===== config.mk =====
export PLATFORM = sky130hd
export DESIGN_NAME = pk_addsub_alu
export DESIGN_NICKNAME = d
export VERILOG_FILES = /design/src/rtl/pk_alu_pkg.sv /design/src/rtl/pk_lane.sv /design/src/rtl/pk_legal.sv /design/src/rtl/pk_addsub_alu.sv
export SDC_FILE = /design/constraint.sdc
export NUM_CORES = 2
export LEC_CHECK = 0
export CAP_MARGIN = 40
export CORE_MARGIN = 10
export CORE_UTILIZATION = 50
export DETAILED_ROUTE_END_ITERATION = 6
export PLACE_DENSITY = 0.68
export RECOVER_POWER = 100
export SLEW_MARGIN = 5
export SYNTH_ARGS = -nofsm -noshare
export SYNTH_HDL_FRONTEND = slang
export SYNTH_HIERARCHICAL = 1
export SYNTH_SLANG_ARGS = --single-unit

===== constraint.sdc =====
create_clock -name clk -period 10.1 [get_ports clk]
set_input_delay 1.515 -clock clk [delete_from_list [all_inputs] [get_ports clk]]
set_output_delay 1.515 -clock clk [all_outputs]
set_load 0.005 [all_outputs]

===== src/rtl/pk_alu_pkg.sv =====
// Package: codes shared by the packed add/subtract unit and its checker.
// Assumes lane code 3 means a single lane covering the whole data word.
package pk_alu_pkg;

    typedef enum logic [1:0] {
        LW_8  = 2'd0,
        LW_16 = 2'd1,
        LW_32 = 2'd2,
        LW_64 = 2'd3
    } lane_w_e;

    typedef enum logic [3:0] {
        OP_ADD   = 4'd0,
        OP_SUB   = 4'd1,
        OP_ADDS  = 4'd2,
        OP_SUBS  = 4'd3,
        OP_ADDU  = 4'd4,
        OP_SUBU  = 4'd5,
        OP_AVG   = 4'd6,
        OP_CMPEQ = 4'd7,
        OP_CMPGT = 4'd8
    } op_e;

    localparam int NUM_WIDTHS = 4;
    localparam int MIN_LANE_W = 8;

endpackage


===== src/rtl/pk_lane.sv =====
// Module: one lane of width W. Computes the selected operation on a and b.
// Assumes op_sel carries a code from pk_alu_pkg::op_e; unknown codes give zero.
// Purely combinational. Legality is decided elsewhere.
module pk_lane #(
    parameter int W = 8
) (
    input  logic [W-1:0] a,
    input  logic [W-1:0] b,
    input  logic [3:0]   op_sel,
    output logic [W-1:0] y
);
    import pk_alu_pkg::*;

    localparam logic [W-1:0] SMAX = {1'b0, {(W-1){1'b1}}};
    localparam logic [W-1:0] SMIN = {1'b1, {(W-1){1'b0}}};

    logic [W:0]   sum_x;
    logic [W:0]   dif_x;
    logic [W+1:0] avg_x;
    logic         s_ovf_add;
    logic         s_ovf_sub;

    // Extended sum, difference and rounded sum, so carries and borrows are kept.
    assign sum_x = {1'b0, a} + {1'b0, b};
    assign dif_x = {1'b0, a} - {1'b0, b};
    assign avg_x = {2'b00, a} + {2'b00, b} + {{(W+1){1'b0}}, 1'b1};

    // Signed overflow: the result sign disagrees with what the operand signs allow.
    assign s_ovf_add = (a[W-1] == b[W-1]) && (sum_x[W-1] != a[W-1]);
    assign s_ovf_sub = (a[W-1] != b[W-1]) && (dif_x[W-1] != a[W-1]);

    // Pick the lane result for the requested operation.
    always_comb begin
        unique case (op_sel)
            OP_ADD:   y = sum_x[W-1:0];
            OP_SUB:   y = dif_x[W-1:0];
            OP_ADDS:  y = s_ovf_add ? (a[W-1] ? SMIN : SMAX) : sum_x[W-1:0];
            OP_SUBS:  y = s_ovf_sub ? (a[W-1] ? SMIN : SMAX) : dif_x[W-1:0];
            OP_ADDU:  y = sum_x[W] ? {W{1'b1}} : sum_x[W-1:0];
            OP_SUBU:  y = dif_x[W] ? {W{1'b0}} : dif_x[W-1:0];
            OP_AVG:   y = avg_x[W:1];
            OP_CMPEQ: y = (a == b) ? {W{1'b1}} : {W{1'b0}};
            OP_CMPGT: y = ($signed(a) > $signed(b)) ? {W{1'b1}} : {W{1'b0}};
            default:  y = {W{1'b0}};
        endcase
    end

endmodule


===== src/rtl/pk_legal.sv =====
// Module: decides whether a lane size and operation pairing is supported.
// Assumes the codes from pk_alu_pkg. Purely combinational.
module pk_legal (
    input  logic [1:0] lane_sel,
    input  logic [3:0] op_sel,
    output logic       legal
);
    import pk_alu_pkg::*;

    // Wraparound works at all sizes; clamp and average need 8/16; compares need up to 32.
    always_comb begin
        unique case (op_sel)
            OP_ADD, OP_SUB:                  legal = 1'b1;
            OP_ADDS, OP_SUBS, OP_ADDU,
            OP_SUBU, OP_AVG:                 legal = (lane_sel == LW_8) || (lane_sel == LW_16);
            OP_CMPEQ, OP_CMPGT:              legal = (lane_sel != LW_64);
            default:                         legal = 1'b0;
        endcase
    end

endmodule


===== src/rtl/pk_addsub_alu.sv =====
// Module: packed add/subtract/average/compare unit with one register stage.
// Every lane size is computed in parallel and the requested one is selected.
// Assumes DATA_W is a multiple of the largest lane (8 << (NUM_WIDTHS-1)).
// Synchronous active-low reset.
module pk_addsub_alu #(
    parameter int DATA_W = 64
) (
    input  logic              clk,
    input  logic              rst_n,
    input  logic              in_valid,
    input  logic [1:0]        lane_sel,
    input  logic [3:0]        op_sel,
    input  logic [DATA_W-1:0] opnd_a,
    input  logic [DATA_W-1:0] opnd_b,
    output logic              out_valid,
    output logic [DATA_W-1:0] out_data,
    output logic              out_illegal
);
    import pk_alu_pkg::*;

    logic [NUM_WIDTHS-1:0][DATA_W-1:0] res_w;
    logic [DATA_W-1:0]                 res_sel;
    logic                              legal;

    // One lane bank per lane size; each bank splits the word into equal lanes.
    for (genvar g = 0; g < NUM_WIDTHS; g++) begin : g_width
        localparam int LW = MIN_LANE_W << g;
        localparam int NL = DATA_W / LW;
        for (genvar l = 0; l < NL; l++) begin : g_lane
            pk_lane #(.W(LW)) u_lane (
                .a      (opnd_a[l*LW +: LW]),
                .b      (opnd_b[l*LW +: LW]),
                .op_sel (op_sel),
                .y      (res_w[g][l*LW +: LW])
            );
        end
    end

    pk_legal u_legal (
        .lane_sel (lane_sel),
        .op_sel   (op_sel),
        .legal    (legal)
    );

    // Select the bank matching the requested lane size.
    assign res_sel = res_w[lane_sel];

    // Result stage: capture on valid input, zero and flag an illegal pairing.
    always_ff @(posedge clk) begin
        if (!rst_n) begin
            out_valid   <= 1'b0;
            out_data    <= '0;
            out_illegal <= 1'b0;
        end else begin
            out_valid   <= in_valid;
            out_illegal <= in_valid && !legal;
            if (in_valid) begin
                out_data <= legal ? res_sel : '0;
            end
        end
    end

endmodule


## Yosys cells after proc, flatten, opt, wreduce, memory -nomap -nowiden

Cells that the tools add are included.

- Flip-flop bits (word level): 66
- Bits of input ports: 137
- Output and inout bits: 66
- Logic and storage cells: 312

- Add/sub/neg operators: 60
- Magnitude comparators: 16
- Eq/ne operators: 71
- Multiplexer cells: 124
- Reduce and logical (&&, ||, !) cells: 38

Operators by type and width:

| kind | count |
|---|---|
| 64-bit 2-to-1 mux | 9 |
| 16-bit one-hot mux with 9 select lines | 4 |
| 32-bit one-hot mux with 9 select lines | 2 |
| 64-bit one-hot mux with 9 select lines | 1 |
| 8-bit one-hot mux with 9 select lines | 8 |
| 16-bit 2-to-1 mux | 28 |
| 32-bit 2-to-1 mux | 14 |
| 8-bit 2-to-1 mux | 56 |
| 8-bit by 8-bit adder with 9-bit output | 16 |
| 16-bit by 16-bit adder with 17-bit output | 8 |
| 32-bit by 32-bit adder with 33-bit output | 4 |
| 64-bit by 64-bit adder with 65-bit output | 2 |
| 64-bit binary-select mux with 2-bit select | 1 |
| 9-bit by 1-bit adder with 9-bit output, second input constant | 8 |
| 8-bit by 8-bit subtractor with 9-bit output | 8 |
| 17-bit by 1-bit adder with 17-bit output, second input constant | 4 |
| 16-bit by 16-bit subtractor with 17-bit output | 4 |
| 33-bit by 1-bit adder with 33-bit output, second input constant | 2 |
| 32-bit by 32-bit subtractor with 33-bit output | 2 |
| 65-bit by 1-bit adder with 65-bit output, second input constant | 1 |
| 64-bit by 64-bit subtractor with 65-bit output | 1 |
| 16-bit equality test | 4 |
| 32-bit equality test | 2 |
| 64-bit equality test | 1 |
| 22 further kinds | 119 |

## Logic depth before layout (Yosys ltp)

- Depth in word-level cells: 8
- Depth in mapped cells: 27
- Gate-level depth less buffers: 23

## By module

Netlist, hierarchy kept.

Modules (own cells, without submodules):

| module | times used | cells an instance | area an instance (µm²) | seq. area each (µm²) |
|---|---|---|---|---|
| pk_lane at g_width[3].g_lane[0].u_lane | 1 | 1873 | 12150.4 | 0.0 |
| pk_lane at g_width[1].g_lane[0].u_lane ... | 4 | 390 | 3029.2 | 0.0 |
| pk_lane at g_width[0].g_lane[0].u_lane ... | 8 | 196 | 1488.9 | 0.0 |
| pk_lane at g_width[2].g_lane[1].u_lane | 1 | 872 | 5761.8 | 0.0 |
| pk_lane at g_width[2].g_lane[0].u_lane | 1 | 853 | 5622.9 | 0.0 |
| pk_addsub_alu | 1 | 361 | 3862.5 | 1321.3 |
| pk_legal | 1 | 6 | 36.3 | 0.0 |

## Worst setup path after synthesis

OpenSTA, ideal clock, no wires.

- Path kind: input to register
- Start point: input opnd_b[14]
- End point: register out_data[16]
- Library setup time: 57 ps
- Arrival: 6044 ps
- Required time: 10043 ps
- Setup slack: 3999 ps
- Stages: 21
- Path buffers: 2
- Path through: inv_1 -> ha_1 -> buf_4 -> a21o_1 -> o21bai_1 -> a221oi_1 -> nor2b_1 -> a311oi_1 -> o211ai_1 -> nand3_1 -> nand2b_1 -> a221oi_1 -> fa_1 -> nand2b_1 -> nor4_1 -> clkbuf_1 -> o21ai_0 -> o2111ai_1 -> mux2i_1 -> o22ai_1 -> a21o_1

RTL lines:

| item | RTL line | text |
|---|---|---|
| start: declaration | pk_addsub_alu.sv:14 | `input logic [DATA_W-1:0] opnd_b,` |
| end signal: assignment | pk_addsub_alu.sv:58 | `out_data <= legal ? res_sel : '0;` |
| end: declaration | pk_addsub_alu.sv:16 | `output logic [DATA_W-1:0] out_data,` |

==> metrics.md <==
| Metric | Value |
|---|---|
| Top cell type's share of synthesized area | `0.132` |
| Cell variety after synth | `134` |
| Final Setup Violations | `0` |
| Seq cells post-synth | `66` |
| Status | `finished with violations` |
| Kind of critical path | `primary input to flip-flop` |
| GRT overflow | `0` |
| CORE AREA | `0.102 mm2` |
| Final min period | `8.71 ns` |
| Crit-path cells | `dlygate4sd3_1 -> inv_1 -> ha_1 -> a21oi_1 -> o31ai_1 -> o22ai_1 -> nor2_1 -> a311oi_1 -> o211ai_1 -> nand3_1 -> nand2b_1 -> a221oi_1 -> fa_1 -> nand2_1 -> nor2_1 -> o21ai_0 -> nand2_1 -> a31oi_4 -> clkbuf_1 -> a22oi_1 -> o2111ai_1 -> mux2i_1 -> o22ai_1 -> a21o_1` |
| I/O pin cnt | `203` |
| Seq/Total Area, Yosys | `0.0257` |
| H-tree levels | `3` |
| Worst-Margin Slew | `2.90 ns` |
| Comb pwr share | `0.852` |
| P_sw | `2.62 mW` |
| Hold Path Class | `flip-flop to flip-flop` |
| Residual DRC | `1` |
| YS warnings | `6` |
| Syn Inst Count | `7,093` |
| Clock Skew | `0 ns` |
| Drt first pass iters | `7` |
| Crit path launch type | `primary input` |
| Starting Density | `0.504` |
| Post-route setup slack | `1.39 ns` |
| Slowest stage cell on the critical path | `clkbuf_1` |
| Initial antenna violation count | `4` |
| Area of the multi-input gates | `0.0455 mm2` |
| Number of flops mapped to enable cells by yosys | `0` |
| Total track usage | `0.386` |
| CTS tree | `yes` |
| Clock power share | `0.082` |
| Critical path's top delay family | `compound AO/OA/AOI/OAI gates` |
| Post-Synthesis Cell Area | `0.0515 mm2` |
| Clock Tree Root | `clkbuf_16` |
| Worst Hold End | `out_data[50]` |
| Num rows | `117` |
| Reg clk slew, reported paths | `0.06 ns` |
| Final period util | `0.862` |
| Final Hold Violating Endpoints | `0` |
| Initial drt markers | `8,615` |
| Top cells by area, synth | `ha_1, xnor2_1, a21oi_1, nor2_1, inv_1` |
| Clock Sinks | `66` |
| P_int | `1.79 mW` |
| Share of cells above drive strength 1 | `0.0923` |
| Crit. path cell count | `24` |
| Reg2reg path depth | `1` |
| WHS Path Cells | `1` |
| DP Worst Slack | `2.14 ns` |
| Routed WL per cell | `28.4 um` |
| GPL Wtd Cong | `1.09` |
| Die W | `341 um` |
| Reg2reg setup slack | `9.39 ns` |
| # fillers | `10,400` |
| Top_reg_cell synth | `dfxtp_1` |
| Share of total power in sequential cells | `0.066` |
| Clock insertion delay at the later pin of the skew report | `0.39 ns` |
| Mapped Avg Cell Area | `7.26 um2` |
| Cts hold-fix bufs | `0` |
| Fmax | `115 MHz` |
| Final wirelength | `240,000 um` |
| WP data required | `10.44 ns` |
| Worst hold start | `out_data[50]` |
| Switching share of total power | `0.594` |
| MaxCap Viol Count | `4` |
| Max VDD drop | `0.0000611 V` |
| Via count | `59,400` |
| Max-slew headroom | `-0.933` |
| Post-CTS sizing | `0` |
| Worst r2r dst | `out_data[41]` |
| Clock Tree Buf Depth | `2` |
| Reg2reg start | `out_data[41]` |
| Cell taking the most area after synthesis | `ha_1` |
| First-pass GRT wire length | `353,000 um` |
| Async set-reset flop share out of synthesis | `0` |
| Area Overhead vs Synth | `5.13%` |
| CTS buffer count | `9` |
| Lkg Pwr | `22.5 nW` |
| HPWL Detailed | `188,000 um` |
| RSZ-0062 raised after global routing | `false` |
| Pwr Density | `81.6 mW/mm2` |
| Crit. End Element | `flip-flop` |
| Die Y | `341 um` |
| Worst Path Arrival | `9.05 ns` |
| CP bufs+invs | `3` |
| Crit-path max cell delay | `1.15 ns` |
| Number of global-route vias before repair | `54,300` |
| Die area | `0.116 mm2` |
| Total Nets Final | `7,822` |
| Routed vias/inst | `7.02` |
| Syn_nets | `7,832` |
| Post-Route Setup TNS | `0 ns` |
| Port Buffers | `202` |
| Max FO, Critical Path | `26` |
| Register area | `0.00132 mm2` |
| Failing checks | `design-rule violations, max-capacitance violations, max-slew violations` |
| Final slew viol count | `99` |
| Largest net degree at the start of global routing | `65` |
| Antenna violation net count after detailed routing | `0` |
| Post-CTS setup buffer count | `0` |
## how the worst max path moves through the flow
stage	start	end	slack (ns)
after floorplan	opnd_b[14]	out_data[16]	4.00
after global placement	opnd_b[20]	out_data[42]	2.19
after detailed placement	opnd_b[24]	out_data[20]	2.14
after CTS	opnd_b[20]	out_data[20]	2.51
after global routing	opnd_b[20]	out_data[19]	1.06
final	opnd_b[20]	out_data[19]	1.39
## cell usage after synthesis, drive strengths merged, types with 69 or more instances
cell / n
a21oi: 571
nor2: 557
inv: 549
ha: 542
xnor2: 527
nand2: 462
o21ai: 397
buf: 293
nand3: 226
nor3: 184
nor2b: 172
nor4: 172
a21o: 171
o31ai: 170
o211ai: 160
mux2i: 138
o22ai: 116
a31oi: 105
nand4: 103
o2111ai: 101
o21bai: 85
a211oi: 78
clkbuf: 78
a221oi: 73
a22oi: 73
nand2b: 69
## logic make-up (layout without fill, tap and decap cells)
family | after synthesis | in the layout | synth area share
AO/OA/AOI/OAI | 2480 | 2480 | 0.357
AND/OR/NAND/NOR | 2304 | 2304 | 0.247
buffers and inverters | 927 | 921 | 0.0907
adder cells (fa/ha/maj) | 602 | 602 | 0.155
XOR/XNOR | 571 | 571 | 0.0972
multiplexers | 143 | 143 | 0.0280
flip-flops | 66 | 66 | 0.0257
other | 0 | 2 | 0
## through the flow
stage               power (mW)  cell area [um2]  hold WS [ns]   util  instances
floorplan                 2.85            51500         0.451      -       7093
global placement          3.89            53700         0.443  0.526       8424
detailed placement        3.90            53800         0.443  0.528       8439
CTS                       4.28            54100         0.456  0.531       8454
global route              4.63            54100         0.471  0.530       8456
finish                    4.41            54100         0.451  0.530       8457
## cell type report
type                    count  share of cell area
inverters                 556              0.0390
clock buffers              13             0.00500
flip-flops and latches     66              0.0244
well taps                1368              0.0316
diodes                      2           0.0000925
clock inverters             2            0.000648
multi-input cells        6100               0.841
repair buffers            350              0.0577
## cells in the final DEF (no fill, tap or decap), types with 88 or more instances in the layout
master | netlist | layout
buf_4 | 42 | 132
inv_1 | 496 | 496
nand4_1 | 88 | 88
nand2_1 | 456 | 456
a21oi_1 | 525 | 525
o22ai_1 | 116 | 116
nor3_1 | 161 | 159
nor2b_1 | 164 | 163
nand3_1 | 224 | 224
o2111ai_1 | 99 | 99
a21o_1 | 171 | 171
o21ai_0 | 304 | 309
o31ai_1 | 112 | 112
a31oi_1 | 94 | 94
ha_1 | 542 | 542
nor2_1 | 537 | 538
clkdlybuf4s50_1 | 0 | 127
nor4_1 | 132 | 130
xnor2_1 | 527 | 527
mux2i_1 | 138 | 138
o211ai_1 | 144 | 144
## layer usage
metal / up-vias / routed length [um] / GRT usage
met5: - / 27 / 0
met4: 4 / 13000 / 0.172
met3: 678 / 27700 / 0.0751
met2: 3969 / 97900 / 0.565
met1: 28400 / 101000 / 0.540
li1: 26400 / - / -
## power groups by stage
stage          Combinational, mW  Sequential, mW  Clock (mW)
2_1_floorplan               2.57           0.286           0
6_report                    3.76           0.290       0.363
4_1_cts                     3.62           0.290       0.367
3_3_place_gp                3.60           0.296           0
5_1_grt                     3.97           0.289       0.372
3_5_place_dp                3.60           0.295           0
## sequential cells by signal (all words and copies together) (netlist names)
name	cells
out_data	64
out_illegal	1
out_valid	1
(Power assumes the default switching activity.)
